--- src/rtl/nand_ecc_pkg.sv ---
package nand_ecc_pkg;

   typedef enum logic [1:0] {
      ECC_OK      = 2'd0,
      ECC_REFRESH = 2'd1,
      ECC_ERROR   = 2'd2
   } ecc_verdict_e;

   typedef enum logic [2:0] {
      SQ_IDLE,
      SQ_RD_MAIN,
      SQ_RD_AUX,
      SQ_CHECK,
      SQ_WAIT
   } seq_state_e;

   localparam logic [7:0] ADDR_STATUS = 8'hC0;
   localparam logic [7:0] ADDR_AUX    = 8'hF0;

endpackage

--- src/rtl/nand_ecc_decode.sv ---
module nand_ecc_decode
   import nand_ecc_pkg::*;
(
   input  logic [2:0]   mode,
   input  logic [7:0]   st_main,
   input  logic [7:0]   st_aux,
   output ecc_verdict_e verdict
);

   logic [1:0] f_pair;
   logic [3:0] f_dual;
   logic [3:0] f_wide;
   logic [2:0] f_tri;
   logic       unused_bits;

   assign f_pair      = st_main[5:4];
   assign f_dual      = {st_main[5:4], st_aux[5:4]};
   assign f_wide      = st_main[5:2];
   assign f_tri       = st_main[6:4];
   assign unused_bits = ^{st_main[7], st_main[1:0], st_aux[7:6], st_aux[3:0]};

   always_comb begin
      verdict = ECC_ERROR;
      case (mode)
         3'd0: begin
            if (f_pair == 2'd2)      verdict = ECC_ERROR;
            else if (f_pair == 2'd3) verdict = ECC_REFRESH;
            else                     verdict = ECC_OK;
         end
         3'd1: begin
            if (f_pair == 2'd0)      verdict = ECC_OK;
            else if (f_pair == 2'd1) verdict = ECC_REFRESH;
            else                     verdict = ECC_ERROR;
         end
         3'd2: begin
            if (f_dual < 4'd7)       verdict = ECC_OK;
            else if (f_dual == 4'd7) verdict = ECC_REFRESH;
            else                     verdict = ECC_ERROR;
         end
         3'd3: begin
            if (f_dual < 4'd7)                           verdict = ECC_OK;
            else if (f_dual == 4'd7 || f_dual >= 4'd12)  verdict = ECC_REFRESH;
            else                                         verdict = ECC_ERROR;
         end
         3'd4: begin
            if (f_wide < 4'd7)                           verdict = ECC_OK;
            else if (f_wide == 4'd7 || f_wide == 4'd12)  verdict = ECC_REFRESH;
            else                                         verdict = ECC_ERROR;
         end
         3'd5: begin
            if (f_tri < 3'd4)        verdict = ECC_OK;
            else if (f_tri == 3'd4)  verdict = ECC_REFRESH;
            else                     verdict = ECC_ERROR;
         end
         3'd6: begin
            if (f_tri == 3'd0 || f_tri == 3'd1 || f_tri == 3'd3) verdict = ECC_OK;
            else if (f_tri == 3'd5)                               verdict = ECC_REFRESH;
            else                                                  verdict = ECC_ERROR;
         end
         default: verdict = ECC_ERROR;
      endcase
   end

endmodule

--- src/rtl/nand_ecc_gap_timer.sv ---
module nand_ecc_gap_timer #(
   parameter int unsigned GAP_CYCLES = 4
) (
   input  logic clk,
   input  logic rst_n,
   input  logic arm,
   output logic idle
);

   generate
      if (GAP_CYCLES == 0) begin : g_none
         logic unused_in;
         assign unused_in = ^{clk, rst_n, arm};
         assign idle      = 1'b1;
      end else begin : g_count
         localparam int CW = (GAP_CYCLES < 2) ? 1 : $clog2(GAP_CYCLES);
         logic [CW-1:0] cnt;

         always_ff @(posedge clk or negedge rst_n) begin
            if (!rst_n)             cnt <= '0;
            else if (arm)           cnt <= CW'(GAP_CYCLES - 1);
            else if (cnt != '0)     cnt <= cnt - 1'b1;
         end

         assign idle = (cnt == '0);


         arm_when_idle_chk: assert property (@(posedge clk) disable iff (!rst_n)
            arm |-> idle);
      end
   endgenerate

endmodule

--- src/rtl/nand_ecc_poll_seq.sv ---
module nand_ecc_poll_seq
   import nand_ecc_pkg::*;
#(
   parameter int unsigned MAX_POLLS  = 1000000,
   parameter int unsigned GAP_CYCLES = 4
) (
   input  logic         clk,
   input  logic         rst_n,
   input  logic         start,
   input  logic [2:0]   mode,
   output logic         rd_req,
   output logic [7:0]   rd_addr,
   input  logic         rd_ack,
   input  logic [7:0]   rd_data,
   input  logic         rd_fail,
   output logic         gap_arm,
   input  logic         gap_idle,
   input  ecc_verdict_e verdict,
   output logic [2:0]   mode_q,
   output logic [7:0]   st_main,
   output logic [7:0]   st_aux,
   output logic         done,
   output ecc_verdict_e result
);

   localparam int  PCW     = $clog2(MAX_POLLS + 1);
   localparam bit  HAS_GAP = (GAP_CYCLES != 0);

   generate
      if (MAX_POLLS < 1) begin : g_bad_polls
         $error("MAX_POLLS must be at least 1");
      end
   endgenerate

   seq_state_e   state;
   logic [PCW-1:0] poll_cnt;
   logic         dual;
   logic         last_poll;
   logic         busy_bit;

   assign dual      = (mode_q == 3'd2) || (mode_q == 3'd3);
   assign last_poll = (poll_cnt == PCW'(MAX_POLLS - 1));
   assign busy_bit  = st_main[0];
   assign rd_req    = (state == SQ_RD_MAIN) || (state == SQ_RD_AUX);
   assign rd_addr   = (state == SQ_RD_AUX) ? ADDR_AUX : ADDR_STATUS;
   assign gap_arm   = HAS_GAP && (state == SQ_CHECK) && busy_bit && !last_poll;

   always_ff @(posedge clk or negedge rst_n) begin
      if (!rst_n) begin
         state    <= SQ_IDLE;
         poll_cnt <= '0;
         mode_q   <= '0;
         st_main  <= '0;
         st_aux   <= '0;
         done     <= 1'b0;
         result   <= ECC_OK;
      end else begin
         done <= 1'b0;
         case (state)
            SQ_IDLE: begin
               if (start) begin
                  mode_q   <= mode;
                  poll_cnt <= '0;
                  state    <= SQ_RD_MAIN;
               end
            end
            SQ_RD_MAIN: begin
               if (rd_ack) begin
                  if (rd_fail) begin
                     done   <= 1'b1;
                     result <= ECC_ERROR;
                     state  <= SQ_IDLE;
                  end else begin
                     st_main <= rd_data;
                     state   <= dual ? SQ_RD_AUX : SQ_CHECK;
                  end
               end
            end
            SQ_RD_AUX: begin
               if (rd_ack) begin
                  if (rd_fail) begin
                     done   <= 1'b1;
                     result <= ECC_ERROR;
                     state  <= SQ_IDLE;
                  end else begin
                     st_aux <= rd_data;
                     state  <= SQ_CHECK;
                  end
               end
            end
            SQ_CHECK: begin
               poll_cnt <= poll_cnt + 1'b1;
               if (!busy_bit || last_poll) begin
                  done   <= 1'b1;
                  result <= verdict;
                  state  <= SQ_IDLE;
               end else begin
                  state <= HAS_GAP ? SQ_WAIT : SQ_RD_MAIN;
               end
            end
            SQ_WAIT: begin
               if (gap_idle) state <= SQ_RD_MAIN;
            end
            default: state <= SQ_IDLE;
         endcase
      end
   end


   done_single_chk: assert property (@(posedge clk) disable iff (!rst_n)
      done |=> !done);


   req_hold_chk: assert property (@(posedge clk) disable iff (!rst_n)
      (rd_req && !rd_ack) |=> (rd_req && $stable(rd_addr)));


   fail_stop_chk: assert property (@(posedge clk) disable iff (!rst_n)
      (rd_req && rd_ack && rd_fail) |=> (done && result == ECC_ERROR && !rd_req));


   poll_bound_chk: assert property (@(posedge clk) disable iff (!rst_n)
      poll_cnt <= PCW'(MAX_POLLS));


   result_hold_chk: assert property (@(posedge clk) disable iff (!rst_n)
      !done |-> $stable(result));

endmodule

--- src/rtl/nand_ecc_classifier.sv ---
module nand_ecc_classifier
   import nand_ecc_pkg::*;
#(
   parameter int unsigned MAX_POLLS  = 1000000,
   parameter int unsigned GAP_CYCLES = 4
) (
   input  logic       clk,
   input  logic       rst_n,
   input  logic       start,
   input  logic [2:0] mode,
   output logic       rd_req,
   output logic [7:0] rd_addr,
   input  logic       rd_ack,
   input  logic [7:0] rd_data,
   input  logic       rd_fail,
   output logic       done,
   output logic [1:0] result
);

   ecc_verdict_e verdict;
   ecc_verdict_e result_e;
   logic [2:0]   mode_q;
   logic [7:0]   st_main;
   logic [7:0]   st_aux;
   logic         gap_arm;
   logic         gap_idle;

   nand_ecc_poll_seq #(
      .MAX_POLLS  (MAX_POLLS),
      .GAP_CYCLES (GAP_CYCLES)
   ) u_seq (
      .clk      (clk),
      .rst_n    (rst_n),
      .start    (start),
      .mode     (mode),
      .rd_req   (rd_req),
      .rd_addr  (rd_addr),
      .rd_ack   (rd_ack),
      .rd_data  (rd_data),
      .rd_fail  (rd_fail),
      .gap_arm  (gap_arm),
      .gap_idle (gap_idle),
      .verdict  (verdict),
      .mode_q   (mode_q),
      .st_main  (st_main),
      .st_aux   (st_aux),
      .done     (done),
      .result   (result_e)
   );

   nand_ecc_gap_timer #(
      .GAP_CYCLES (GAP_CYCLES)
   ) u_gap (
      .clk   (clk),
      .rst_n (rst_n),
      .arm   (gap_arm),
      .idle  (gap_idle)
   );

   nand_ecc_decode u_dec (
      .mode    (mode_q),
      .st_main (st_main),
      .st_aux  (st_aux),
      .verdict (verdict)
   );

   assign result = result_e;

endmodule

--- config.mk ---
export PLATFORM = sky130hd
export DESIGN_NAME = nand_ecc_classifier
export DESIGN_NICKNAME = d
export VERILOG_FILES = /design/src/rtl/nand_ecc_pkg.sv /design/src/rtl/nand_ecc_decode.sv /design/src/rtl/nand_ecc_gap_timer.sv /design/src/rtl/nand_ecc_poll_seq.sv /design/src/rtl/nand_ecc_classifier.sv
export SDC_FILE = /design/constraint.sdc
export NUM_CORES = 1
export LEC_CHECK = 0
export BUFFER_PORTS_ARGS = -buffer_cell sky130_fd_sc_hd__buf_4
export CAP_MARGIN = 20
export CORE_ASPECT_RATIO = 0.5
export CORE_MARGIN = 2
export CORE_UTILIZATION = 55
export DETAILED_ROUTE_END_ITERATION = 8
export GPL_TIMING_DRIVEN = 1
export PLACE_DENSITY = 0.76
export SETUP_SLACK_MARGIN = 0.1
export SLEW_MARGIN = 20
export SYNTH_ARGS = -nofsm -noshare
export SYNTH_HDL_FRONTEND = slang
export SYNTH_SLANG_ARGS = --single-unit
--- constraint.sdc ---
create_clock -name clk -period 3.4 [get_ports clk]
set_input_delay 0.85 -clock clk [delete_from_list [all_inputs] [get_ports clk]]
set_output_delay 0.85 -clock clk [all_outputs]
set_load 0.03 [all_outputs]
---- Yosys cells after proc, flatten, opt, wreduce, memory -nomap -nowiden ----
Cells that the tools add are included.
storage, ports and cells
  logic and storage cells ................. 107
  bits of input ports ..................... 16
  output and inout bits ................... 12
  register bits after elaboration ......... 44
operators by class
  order comparisons ....................... 4
  bitwise gates (word level) .............. 1
  $add $sub $neg .......................... 2
  mux-type cells .......................... 37
  equal/unequal tests ..................... 28
  reduce and logical (&&, ||, !) cells .... 27
operators with widths
  cell                     number
  $pmux W20 S2             1
  $mux W2                  19
  $add A20 B1 Y20 const B  1
  $eq A20 B20 Y1 const B   1
  $mux W20                 1
  $eq A3 B3 Y1 const B     6
  $mux W3                  6
  $eq A3 B2 Y1 const B     5
  $pmux W3 S5              1
  $pmux W2 S7              1
  $ne A2 B2 Y1 const B     5
  $eq A3 B1 Y1 const B     3
  $logic_not A3 Y1         3
  $eq A4 B3 Y1 const B     2
  $lt A4 B3 Y1 const B     2
  $reduce_and A4 Y1        2
  $reduce_bool A2 Y1       4
  $logic_or A1 B1 Y1       7
  $mux W6                  1
  $reduce_and A3 Y1        2
  $mux W1                  5
  $eq A2 B2 Y1 const B     2
  $eq A4 B4 Y1 const B     1
  $ge A4 B4 Y1 const B     1
  12 further kinds         17

---- Depth between registers and ports, before layout ----
  word-level depth ........................ 7
  mapped depth ............................ 7
  mapped depth without buffers ............ 6

---- Cells and area by module ----
Synthesis repeated with hierarchy kept, for this count alone.
second synthesis, totals
  cell total of the unflattened synthesis .. 247
  area total of the unflattened synthesis .. 2,556.2 um2
modules (own cells, without submodules)
  module              seq. area each (um2)  instances  cells each  area each (um2)
  nand_ecc_poll_seq   1,126.1               1          207         2,249.7
  nand_ecc_decode     0.0                   1          31          209.0
  nand_ecc_gap_timer  50.0                  1          9           97.6

---- Least setup slack after synthesis ----
Ideal clock, no wire load.
  path kind ............................... reg2out
  start point ............................. register u_seq.state[0]
  end point ............................... output port rd_addr[5]
  path buffers ............................ 2
  stages on the path, launching flop included .. 5
  path slack .............................. 1.421 ns
  data required time ...................... 2.550 ns
  data arrival time ....................... 1.129 ns
  cells stage by stage .................... dfrtp_1 > buf_4 > nand3b_1 > inv_1 > buf_4
on the way
  word-level cells in the longest chain between the ends .. 2
RTL lines
  element                 RTL line                   text
  from (decl)             nand_ecc_poll_seq.sv:35    seq_state_e state;
  from (signal assigned)  nand_ecc_poll_seq.sv:75    state <= dual ? SQ_RD_AUX : SQ_CHECK;
  from (signal assigned)  nand_ecc_poll_seq.sv:98    state <= HAS_GAP ? SQ_WAIT : SQ_RD_MAIN;
  $eq A3 B2 Y1            nand_ecc_poll_seq.sv:45    assign rd_addr = (state == SQ_RD_AUX) ? ADDR_AUX : ADDR_STATUS;
  $mux W6                 nand_ecc_poll_seq.sv:45
  to (decl)               nand_ecc_classifier.sv:12  output logic [7:0] rd_addr,
No other way between the ends.

---- Final worst setup path ----
  start point ............................. register u_seq.state[2]
  end point ............................... output port rd_addr[4]
The elaborated chain is that of the path after synthesis.

==> flow_metrics.tcl <==
set metrics [dict create \
    ctsRootBufferMaster "clkbuf_8" \
    synth.ff_latch_count 39 \
    synthArstFlopShare_pct 100 \
    cap_viol_max_count 0 \
    period_needed_ps 2180 \
    cp-end-kind "output pin" \
    cts_buffers 5 \
    postCtsSetupBuffers 0 \
    post-route-period-util_pct 64.2 \
    path_common_cell "inv_1" \
    fillers 321 \
    core-area_sq_um 3820 \
    diodes 0 \
    dieArea_sq_um 4470 \
    cts.clk_slew.worst_paths_ps 70 \
    hold_ws_ps 494 \
    clock_tree.buffer_depth 2 \
    fin_nets 245 \
    outcome "finished, final reports clean" \
    syn-mean-instance-area_sq_um 10.2 \
    fin_worst_skew_ps 3.06 \
    boundaryPins 28 \
    post_drt_wl_per_cell_um 14.7 \
    ys_warn_count 0 \
    grt_pass1_wl_mm 6.88 \
    vias_per_cell 5.79 \
    finalSetupViolations 0 \
    grt_pass1_vias 1511 \
    cts_tree "built" \
    htreeDepth 2 \
    synth_cell_type_count 50 \
    cp.required_ps 2550 \
    place_hpwl_mm 2.92 \
    synth_edf_count 0 \
    gr-total-overflow 0 \
    drive_above_1_share_pct 20.7 \
    hp-class "reg -> reg" \
    critical-path-max-stage-delay_ps 430 \
    arrival_ps 1330 \
    dieWidth_um 92.6 \
    critical_path_class "reg -> out" \
    first_iter_violations 54 \
    power.density_nw_per_um2 687 \
    grt_max_degree 40 \
    drv_slew 0 \
    route.antenna.remaining_nets 0 \
    port_buffers 19 \
    synthFlopType "dfrtp_1" \
    std_cell_rows 16 \
    path_max_fanout 6 \
    die_h_um 48.3 \
    antenna_found_initial 0 \
    p_leak_nw 1.03 \
    start_util_pct 56.4 \
    relSlewSlack_pct 63.6 \
    via_count 1626 \
    startpoint_type "register" \
    drc 0 \
    syn-cell-area_sq_um 2160 \
    grtUsageTotal_pct 20.5 \
    fin_util_pct 62.0 \
    cts_hold_buf 0 \
    hold_viol 0 \
    gp_congestion 0.832 \
    crit_slowest_cell "dfrtp_1" \
    yosysSeqAreaShare_pct 45.2 \
    ir_drop_uv 237 \
    cts_resized 0 \
    path_cells "inv_1 -> nand3b_1 -> inv_1 -> buf_4" \
    synthCells 212 \
    drt-total-wl_mm 4.12 \
    cts_num_sinks 39 \
    worst_slew_pin_slew_ps 543 \
    clk_latency_ps 290 \
    dr.pass1.iters 4 \
    fmax_ghz 0.458 \
    rsz0062_at_grt "false" \
    area_growth_pct 9.91 \
    setup_tns_ps 0 \
]
critical path: cells and delay by family, from the launching register on:
kind                   cells  cell delay, ps
and+or+nand+nor            1             150
buffers and inverters      3             470
DFF                        1             430
worst paths after layout:
kind                                  from  slack (ps)            endpoint  depth (start not counted)
min in group asynchronous            rst_n         520   u_seq.poll_cnt[9]                          1
max in group asynchronous            rst_n        2540   u_seq.poll_cnt[5]                          1
max reg2reg                 u_seq.state[1]        1290  u_seq.poll_cnt[18]                          5
max                         u_seq.state[2]        1220          rd_addr[4]                          4
min                        u_seq.result[0]         490     u_seq.result[0]                          1
min reg2reg                u_seq.result[0]         490     u_seq.result[0]                          1
layout make-up:
cell class,instances,area [sq um],share of cell area [%]
multi-input combinational,152,1060,44.7
sequential,39,976,41.1
timing repair buffer,19,143,6.01
clock buffer,6,82.6,3.48
tap,54,67.6,2.85
inverter,10,37.5,1.58
clock inverter,1,5.00,0.211
Yosys cell counts (5+ instances only):
cell type	n	share of area, %
mux2_2	11	5.7
inv_1	9	1.6
o211ai_1	7	2.4
o31ai_1	6	2.1
nor2_1	7	1.2
mux2i_1	5	2.3
buf_4	10	3.5
nand2_1	22	3.8
nand3_1	12	2.8
o21ai_0	17	3.9
nand4_1	5	1.4
dfrtp_1	39	45
where the power goes:
part | total, mW | internal [mW] | switching, mW
logic | 0.589 | 0.266 | 0.323
registers | 0.732 | 0.578 | 0.154
clock network | 0.309 | 0.159 | 0.150
total | 1.63 | 1.00 | 0.628
metrics by stage:
stage / power, mW / area (sq um) / worst slack (ps) / instances
6_report: 1.63 / 2370 / 1220 / 281
5_1_grt: 1.75 / 2370 / 1080 / 281
4_1_cts: 1.64 / 2370 / 1210 / 281
3_5_place_dp: 1.33 / 2280 / 1200 / 274
3_3_place_gp: 1.29 / 2280 / 1220 / 274
2_1_floorplan: 1.19 / 2170 / 1420 / 216
sequential cells by signal, summed over array words and instances (netlist names):
register	cells
u_gap.g_count.cnt	2
u_seq.st_main	6
u_seq.poll_cnt	20
u_seq.state	3
u_seq.result	2
u_seq.st_aux	2
u_seq.mode_q	3
u_seq.done	1
cells by family (layout without fill, tap and decap cells):
logic type | Yosys count | count (layout) | synth area share, %
other | 2 | 6 | 0.348
AO/OA/AOI/OAI | 49 | 49 | 16.2
flip-flops | 39 | 39 | 45.2
AND/OR/NAND/NOR | 74 | 74 | 20.5
multiplexers | 18 | 18 | 9.10
buffers and inverters | 25 | 36 | 6.32
XOR/XNOR | 3 | 3 | 1.22
adder cells (fa/ha/maj) | 2 | 2 | 1.16
metal layers:
layer  part of all wire, %  wire length [um]  GRT usage [%]
met3                   3.8               155           4.95
met4                   1.5                63           10.4
met5                     0                 0              0
met1                    46              1900           24.9
met2                    49              2000           36.5
placed cells by master, fill, tap and decap left out, types with 2 or more instances in the layout:
cell type  synthesis  layout
a31oi_1            4       4
ha_1               2       2
buf_4             10      19
nand3b_1           4       4
o21ai_0           17      17
clkbuf_8           0       6
nand3_4            2       2
o31ai_1            6       6
nor3b_1            2       2
o2111ai_1          2       2
and3b_1            2       2
inv_1              9       9
nand3_1           12      12
nor3_1             2       2
conb_1             2       6
mux2i_1            5       5
o21a_1             2       2
o211ai_1           7       7
xor2_1             2       2
nand4_1            5       5
nand4b_1           2       2
mux2_2            11      11
nand2_1           22      22
dfrtp_1           39      39
nor2_1             7       7
mux2_1             2       2
a21oi_1            2       2
or4_1              2       2
nand2b_1           3       3
(Power assumes the default switching activity.)
